<file path="src/rtl/ctrl_word_pkg.sv">
package ctrl_word_pkg;
  parameter int unsigned WORD_W = 16;
  parameter int unsigned ADDR_W = 7;
  parameter int unsigned DATA_W = WORD_W - ADDR_W;
  parameter int unsigned SYNC_STAGES = 2;
endpackage

</file>
<file path="src/rtl/cw_sync.sv">
module cw_sync #(
  parameter int unsigned N      = 3,
  parameter int unsigned STAGES = 2
) (
  input  logic         clk_i,
  input  logic         rst_ni,
  input  logic [N-1:0] async_i,
  output logic [N-1:0] sync_o
);
  logic [N-1:0] pipe_q [STAGES];

  for (genvar s = 0; s < STAGES; s++) begin : g_stage
    always_ff @(posedge clk_i or negedge rst_ni) begin
      if (!rst_ni) pipe_q[s] <= '0;
      else if (s == 0) pipe_q[s] <= async_i;
      else pipe_q[s] <= pipe_q[(s == 0) ? 0 : s - 1];
    end
  end

  assign sync_o = pipe_q[STAGES-1];
endmodule

</file>
<file path="src/rtl/cw_rise.sv">
module cw_rise (
  input  logic clk_i,
  input  logic rst_ni,
  input  logic lvl_i,
  output logic rise_o
);
  logic prev_q;

  always_ff @(posedge clk_i or negedge rst_ni) begin
    if (!rst_ni) prev_q <= 1'b0;
    else prev_q <= lvl_i;
  end

  assign rise_o = lvl_i & ~prev_q;
endmodule

</file>
<file path="src/rtl/cw_shifter.sv">
module cw_shifter #(
  parameter int unsigned W = 16
) (
  input  logic         clk_i,
  input  logic         rst_ni,
  input  logic         shift_i,
  input  logic         bit_i,
  input  logic         clear_i,
  output logic [W-1:0] word_o,
  output logic         full_o
);
  localparam int unsigned CW = $clog2(W + 1);
  localparam logic [CW-1:0] CNT_MAX = CW'(W);

  logic [W-1:0]  sreg_q, sreg_d;
  logic [CW-1:0] cnt_q, cnt_d;

  // Same-cycle shift is visible to the commit logic (word and count look ahead)
  always_comb begin
    sreg_d = sreg_q;
    cnt_d  = cnt_q;
    if (shift_i) begin
      sreg_d = {sreg_q[W-2:0], bit_i};
      if (cnt_q != CNT_MAX) cnt_d = cnt_q + 1'b1;
    end
  end

  always_ff @(posedge clk_i or negedge rst_ni) begin
    if (!rst_ni) begin
      sreg_q <= '0;
      cnt_q  <= '0;
    end else begin
      sreg_q <= sreg_d;
      cnt_q  <= clear_i ? '0 : cnt_d;
    end
  end

  assign word_o = sreg_d;
  assign full_o = (cnt_d == CNT_MAX);
endmodule

</file>
<file path="src/rtl/cw_commit.sv">
module cw_commit #(
  parameter int unsigned ADDR_W = 7,
  parameter int unsigned DATA_W = 9,
  localparam int unsigned W     = ADDR_W + DATA_W
) (
  input  logic              clk_i,
  input  logic              rst_ni,
  input  logic              fire_i,
  input  logic              full_i,
  input  logic [W-1:0]      word_i,
  output logic              wr_en_o,
  output logic [ADDR_W-1:0] addr_o,
  output logic [DATA_W-1:0] data_o,
  output logic              err_o
);
  always_ff @(posedge clk_i or negedge rst_ni) begin
    if (!rst_ni) begin
      wr_en_o <= 1'b0;
      err_o   <= 1'b0;
      addr_o  <= '0;
      data_o  <= '0;
    end else begin
      wr_en_o <= fire_i & full_i;
      err_o   <= fire_i & ~full_i;
      if (fire_i && full_i) begin
        addr_o <= word_i[W-1:DATA_W];
        data_o <= word_i[DATA_W-1:0];
      end
    end
  end
endmodule

</file>
<file path="src/rtl/ctrl_word_rx.sv">
module ctrl_word_rx
  import ctrl_word_pkg::*;
#(
  parameter int unsigned ADDR_BITS = ADDR_W,
  parameter int unsigned DATA_BITS = DATA_W,
  parameter int unsigned SYNC_N    = SYNC_STAGES
) (
  input  logic                 clk_i,
  input  logic                 rst_ni,
  input  logic                 ser_clk_i,
  input  logic                 ser_dat_i,
  input  logic                 ser_latch_i,
  output logic                 wr_en_o,
  output logic [ADDR_BITS-1:0] wr_addr_o,
  output logic [DATA_BITS-1:0] wr_data_o,
  output logic                 err_o
);
  localparam int unsigned W = ADDR_BITS + DATA_BITS;

  logic [2:0]   lines_s;
  logic         sclk_rise, latch_rise;
  logic [W-1:0] word;
  logic         full;

  cw_sync #(.N(3), .STAGES(SYNC_N)) u_sync (
    .clk_i  (clk_i),
    .rst_ni (rst_ni),
    .async_i({ser_latch_i, ser_dat_i, ser_clk_i}),
    .sync_o (lines_s)
  );

  cw_rise u_sclk_rise (
    .clk_i (clk_i),
    .rst_ni(rst_ni),
    .lvl_i (lines_s[0]),
    .rise_o(sclk_rise)
  );

  cw_rise u_latch_rise (
    .clk_i (clk_i),
    .rst_ni(rst_ni),
    .lvl_i (lines_s[2]),
    .rise_o(latch_rise)
  );

  cw_shifter #(.W(W)) u_shift (
    .clk_i  (clk_i),
    .rst_ni (rst_ni),
    .shift_i(sclk_rise),
    .bit_i  (lines_s[1]),
    .clear_i(latch_rise),
    .word_o (word),
    .full_o (full)
  );

  cw_commit #(.ADDR_W(ADDR_BITS), .DATA_W(DATA_BITS)) u_commit (
    .clk_i  (clk_i),
    .rst_ni (rst_ni),
    .fire_i (latch_rise),
    .full_i (full),
    .word_i (word),
    .wr_en_o(wr_en_o),
    .addr_o (wr_addr_o),
    .data_o (wr_data_o),
    .err_o  (err_o)
  );
endmodule

</file>
<file path="config.mk">
export PLATFORM = sky130hd
export DESIGN_NAME = ctrl_word_rx
export DESIGN_NICKNAME = d
export VERILOG_FILES = /design/src/rtl/ctrl_word_pkg.sv /design/src/rtl/cw_sync.sv /design/src/rtl/cw_rise.sv /design/src/rtl/cw_shifter.sv /design/src/rtl/cw_commit.sv /design/src/rtl/ctrl_word_rx.sv
export SDC_FILE = /design/constraint.sdc
export NUM_CORES = 1
export LEC_CHECK = 0
export ABC_AREA = 1
export CAP_MARGIN = 20
export CORE_ASPECT_RATIO = 1.75
export CORE_MARGIN = 2
export CORE_UTILIZATION = 52
export CTS_CLUSTER_DIAMETER = 100
export CTS_CLUSTER_SIZE = 30
export DETAILED_ROUTE_END_ITERATION = 16
export DONT_BUFFER_PORTS = 1
export HOLD_SLACK_MARGIN = 0.03
export PLACE_DENSITY = 0.67
export SLEW_MARGIN = 40
export SYNTH_ARGS = -nofsm -noshare
export SYNTH_HDL_FRONTEND = slang
export SYNTH_SLANG_ARGS = --single-unit
export TNS_END_PERCENT = 30
</file>
<file path="constraint.sdc">
create_clock -name clk_i -period 2.8 [get_ports clk_i]
set_clock_uncertainty 0.1 [all_clocks]
set_input_delay 0.14 -clock clk_i [delete_from_list [all_inputs] [get_ports clk_i]]
set_output_delay 0.14 -clock clk_i [all_outputs]
set_load 0.1 [all_outputs]
</file>
==> results.sh <==
export IMPL_layout_area_seq_um2=1186
export IMPL_viasPerCell=5.168
export IMPL_busiest_layer="met2"
export IMPL_cp_max_fo=21
export IMPL_status="finished, final reports clean"
export IMPL_grtUsageMet3_pct=4.093
export IMPL_syn_inst=201
export IMPL_slew_headroom_pct=40.46
export IMPL_die_h_um=84.48
export IMPL_coreArea_um2=3592
export IMPL_final_net_count=222
export IMPL_finalHoldViolCount=0
export IMPL_htreeDepth=2
export IMPL_post_route_min_period_ns=2.140
export IMPL_layout_common_cells="88 x nand2_1, 39 x dfrtp_1, 16 x nand4_1, 9 x inv_1, 8 x dfrtp_2"
export IMPL_synth_xor_area_share_pct=0
export IMPL_wl_per_cell_um=13.27
export IMPL_synth_nets=208
export IMPL_dp_cells=248
export IMPL_setup_worst_path_start_class="register"
export IMPL_fmax_ghz=0.4672
export IMPL_synth_top_family_by_area="simple AND/OR/NAND/NOR gates"
export IMPL_root_buffer="clkbuf_8"
export IMPL_instances_no_fill=262
export IMPL_cts_resized=0
export IMPL_synthAdderAreaFrac_pct=1.300
export IMPL_hpwl_um=2266
export IMPL_cts_tree="built"
export IMPL_syn_area_um2=1924
export IMPL_dr_pass1_iters=4
export IMPL_start_util_pct=53.57
export IMPL_clk_pin_slew_ns=0.08
export IMPL_avgSynthCellArea_um2=9.574
export IMPL_min_path_type="in -> async"
export IMPL_grt_max_degree=48
export IMPL_drv_slew=0
export IMPL_ys_warn_count=0
export IMPL_arrival_ns=2.22
export IMPL_drt_total_wl_um=3476
export IMPL_cts_buffer_depth=2
export IMPL_gp_congestion=0.7414
export IMPL_peakVddDrop_mv=0.5048
export IMPL_mostFrequentLayoutCell="nand2_1"
export IMPL_grt_pass1_vias=1383
export IMPL_worst_pin_slew_ns=0.8931
export IMPL_rsz0062_at_grt="no"
export IMPL_dp_slack_ns=0.6615
export IMPL_vias=1354
export IMPL_finalSetupViolations=0
export IMPL_ff2ff_setup_slack_ns=0.66
export IMPL_drtIter0Drc=38
export IMPL_fin_ws_ns=0.6596
export IMPL_die_w_um=49.99
export IMPL_cts_buffers=5
export IMPL_globalRouteMet2Util_pct=31.82
export IMPL_io_buffers=0
export IMPL_clk_latency_ns=0.29
export IMPL_route_detailed_drc=0
export IMPL_final_antenna_net_count=0
export IMPL_insertedDiodeCount=0
export IMPL_finalCritPeriodShare_pct=76.44
export IMPL_crit_type="reg -> reg"
export IMPL_floorplan_die_area_um2=4222
export IMPL_use_met1_pct=21.99
export IMPL_fillCellCount=304
export IMPL_yosysSeqAreaShare_pct=61.12
export IMPL_cp_end_kind="register"
export IMPL_required_ns=2.88
export IMPL_syn2layout_area_growth_pct=14.17
export IMPL_grtUsageTotal_pct=18.95
export IMPL_placed_area_um2=2019
export IMPL_drive_gt1_share_pct=17.59
export IMPL_design_area_um2=2197
export IMPL_overflow=0
export IMPL_powerDensity_nw_per_um2=615.2
export IMPL_ioPinCount=23
export IMPL_synth_compound_area_share_pct=2.081
export IMPL_grt_pass1_wl_um=6009
export IMPL_antenna_found_initial=0
export IMPL_ys_ff_latch=47
export IMPL_multi_input_area_um2=653.1
export IMPL_synthMuxAreaShare_pct=0
export IMPL_synth_simple_area_share_pct=30.56
export IMPL_finalSetupTns_ns=0
export IMPL_p_leak_nw=1.150
export IMPL_cts_sinks=47
export IMPL_rows=29
export IMPL_cap_violations=0
export IMPL_ys_types=24
export IMPL_final_util_pct=61.16
## worst max-delay path, stage by stage (launching register included)
cell	delay (ns)
dfrtp_1	0.41
inv_2	0.06
nor2_4	0.37
nand2_1	0.13
nand2_1	0.10
nand2_1	0.12
nor2_8	0.28
nand3_4	0.25
nand2_1	0.12
nand2_1	0.06
## through the flow
stage,hold WS (ns),total power [mW]
after CTS,0.2521,1.371
final,0.2432,1.352
after detailed placement,-0.2546,0.9101
after global placement,-0.2545,0.9030
after global routing,0.2504,1.423
after floorplan,-0.2556,0.8849
## flip-flops by register name, indices dropped and copies added, names as in the netlist
name,cells
u_shift.sreg_q,16
u_sync.pipe_q,3
u_sync.sync_o,3
u_commit.addr_o,7
u_shift.cnt_q,5
u_sclk_rise.prev_q,1
u_commit.data_o,9
u_commit.wr_en_o,1
u_commit.err_o,1
u_latch_rise.prev_q,1
## synth_stat cells
library cell / number / area (um2)
nor2_4: 1 / 11.26
clkbuf_1: 4 / 15.01
nand3_4: 1 / 17.52
nor2_8: 1 / 20.02
nand2_4: 1 / 11.26
inv_1: 9 / 33.78
dfrtp_1: 47 / 1176
o21ai_0: 2 / 10.01
nor2_2: 1 / 6.260
a21boi_0: 1 / 7.510
nor2_1: 6 / 22.52
nand3_2: 3 / 30.03
buf_2: 1 / 5.000
ha_1: 2 / 25.02
o21bai_1: 1 / 7.510
nand3_1: 4 / 20.02
o21ai_1: 1 / 5.000
buf_6: 2 / 22.52
buf_4: 1 / 7.510
a21oi_1: 2 / 10.01
nand4_1: 16 / 100.1
inv_2: 3 / 11.26
nand2_1: 88 / 330.3
nand2_2: 3 / 18.77
## path summary, 6_finish.rpt
check                                  from                  to  depth (start not counted)
max                        u_sync.sync_o[0]  u_commit.addr_o[2]                          9
min                                  rst_ni  u_commit.addr_o[4]                          2
max in group asynchronous            rst_ni  u_commit.data_o[2]                          2
min in group clk_i         u_sync.pipe_q[4]    u_sync.sync_o[1]                          0
max reg2reg                u_sync.sync_o[0]  u_commit.addr_o[2]                          9
min reg2reg                u_sync.pipe_q[4]    u_sync.sync_o[1]                          0
## cell type report
type / count / area share [%]
clock buffer: 8 / 4.556
inverter: 12 / 2.050
multi-input combinational: 134 / 29.73
sequential: 47 / 53.99
tap: 46 / 2.620
timing repair buffer: 15 / 7.062
## timing repair
| item | CTS | global route |
|---|---|---|
| setup buffers | 0 | 0 |
| hold buffers | 5 | 0 |
| endpoints found under the hold margin | 50 | 0 |
## metal layers
metal / vias to the layer above / share of wire, %
met1: 644 / 43
li1: 666 / -
met3: 9 / 4.1
met5: - / 0
met4: 0 / 2.6
met2: 35 / 51
## power by group
group | leakage [nW] | switching, mW | internal [mW]
logic | 0.487 | 0.103 | 0.0476
clock network | 0.0515 | 0.209 | 0.225
registers | 0.612 | 0.0349 | 0.732
total | 1.15 | 0.347 | 1.00
## logic make-up (layout without fill, tap and decap cells)
group,count (synthesis),in the layout
and+or+nand+nor,125,125
adders and majority gates,2,2
AOI/OAI and AO/OA,7,7
DFF,47,47
buffers and inverters,20,35
Power figures use the tool's default switching activity.
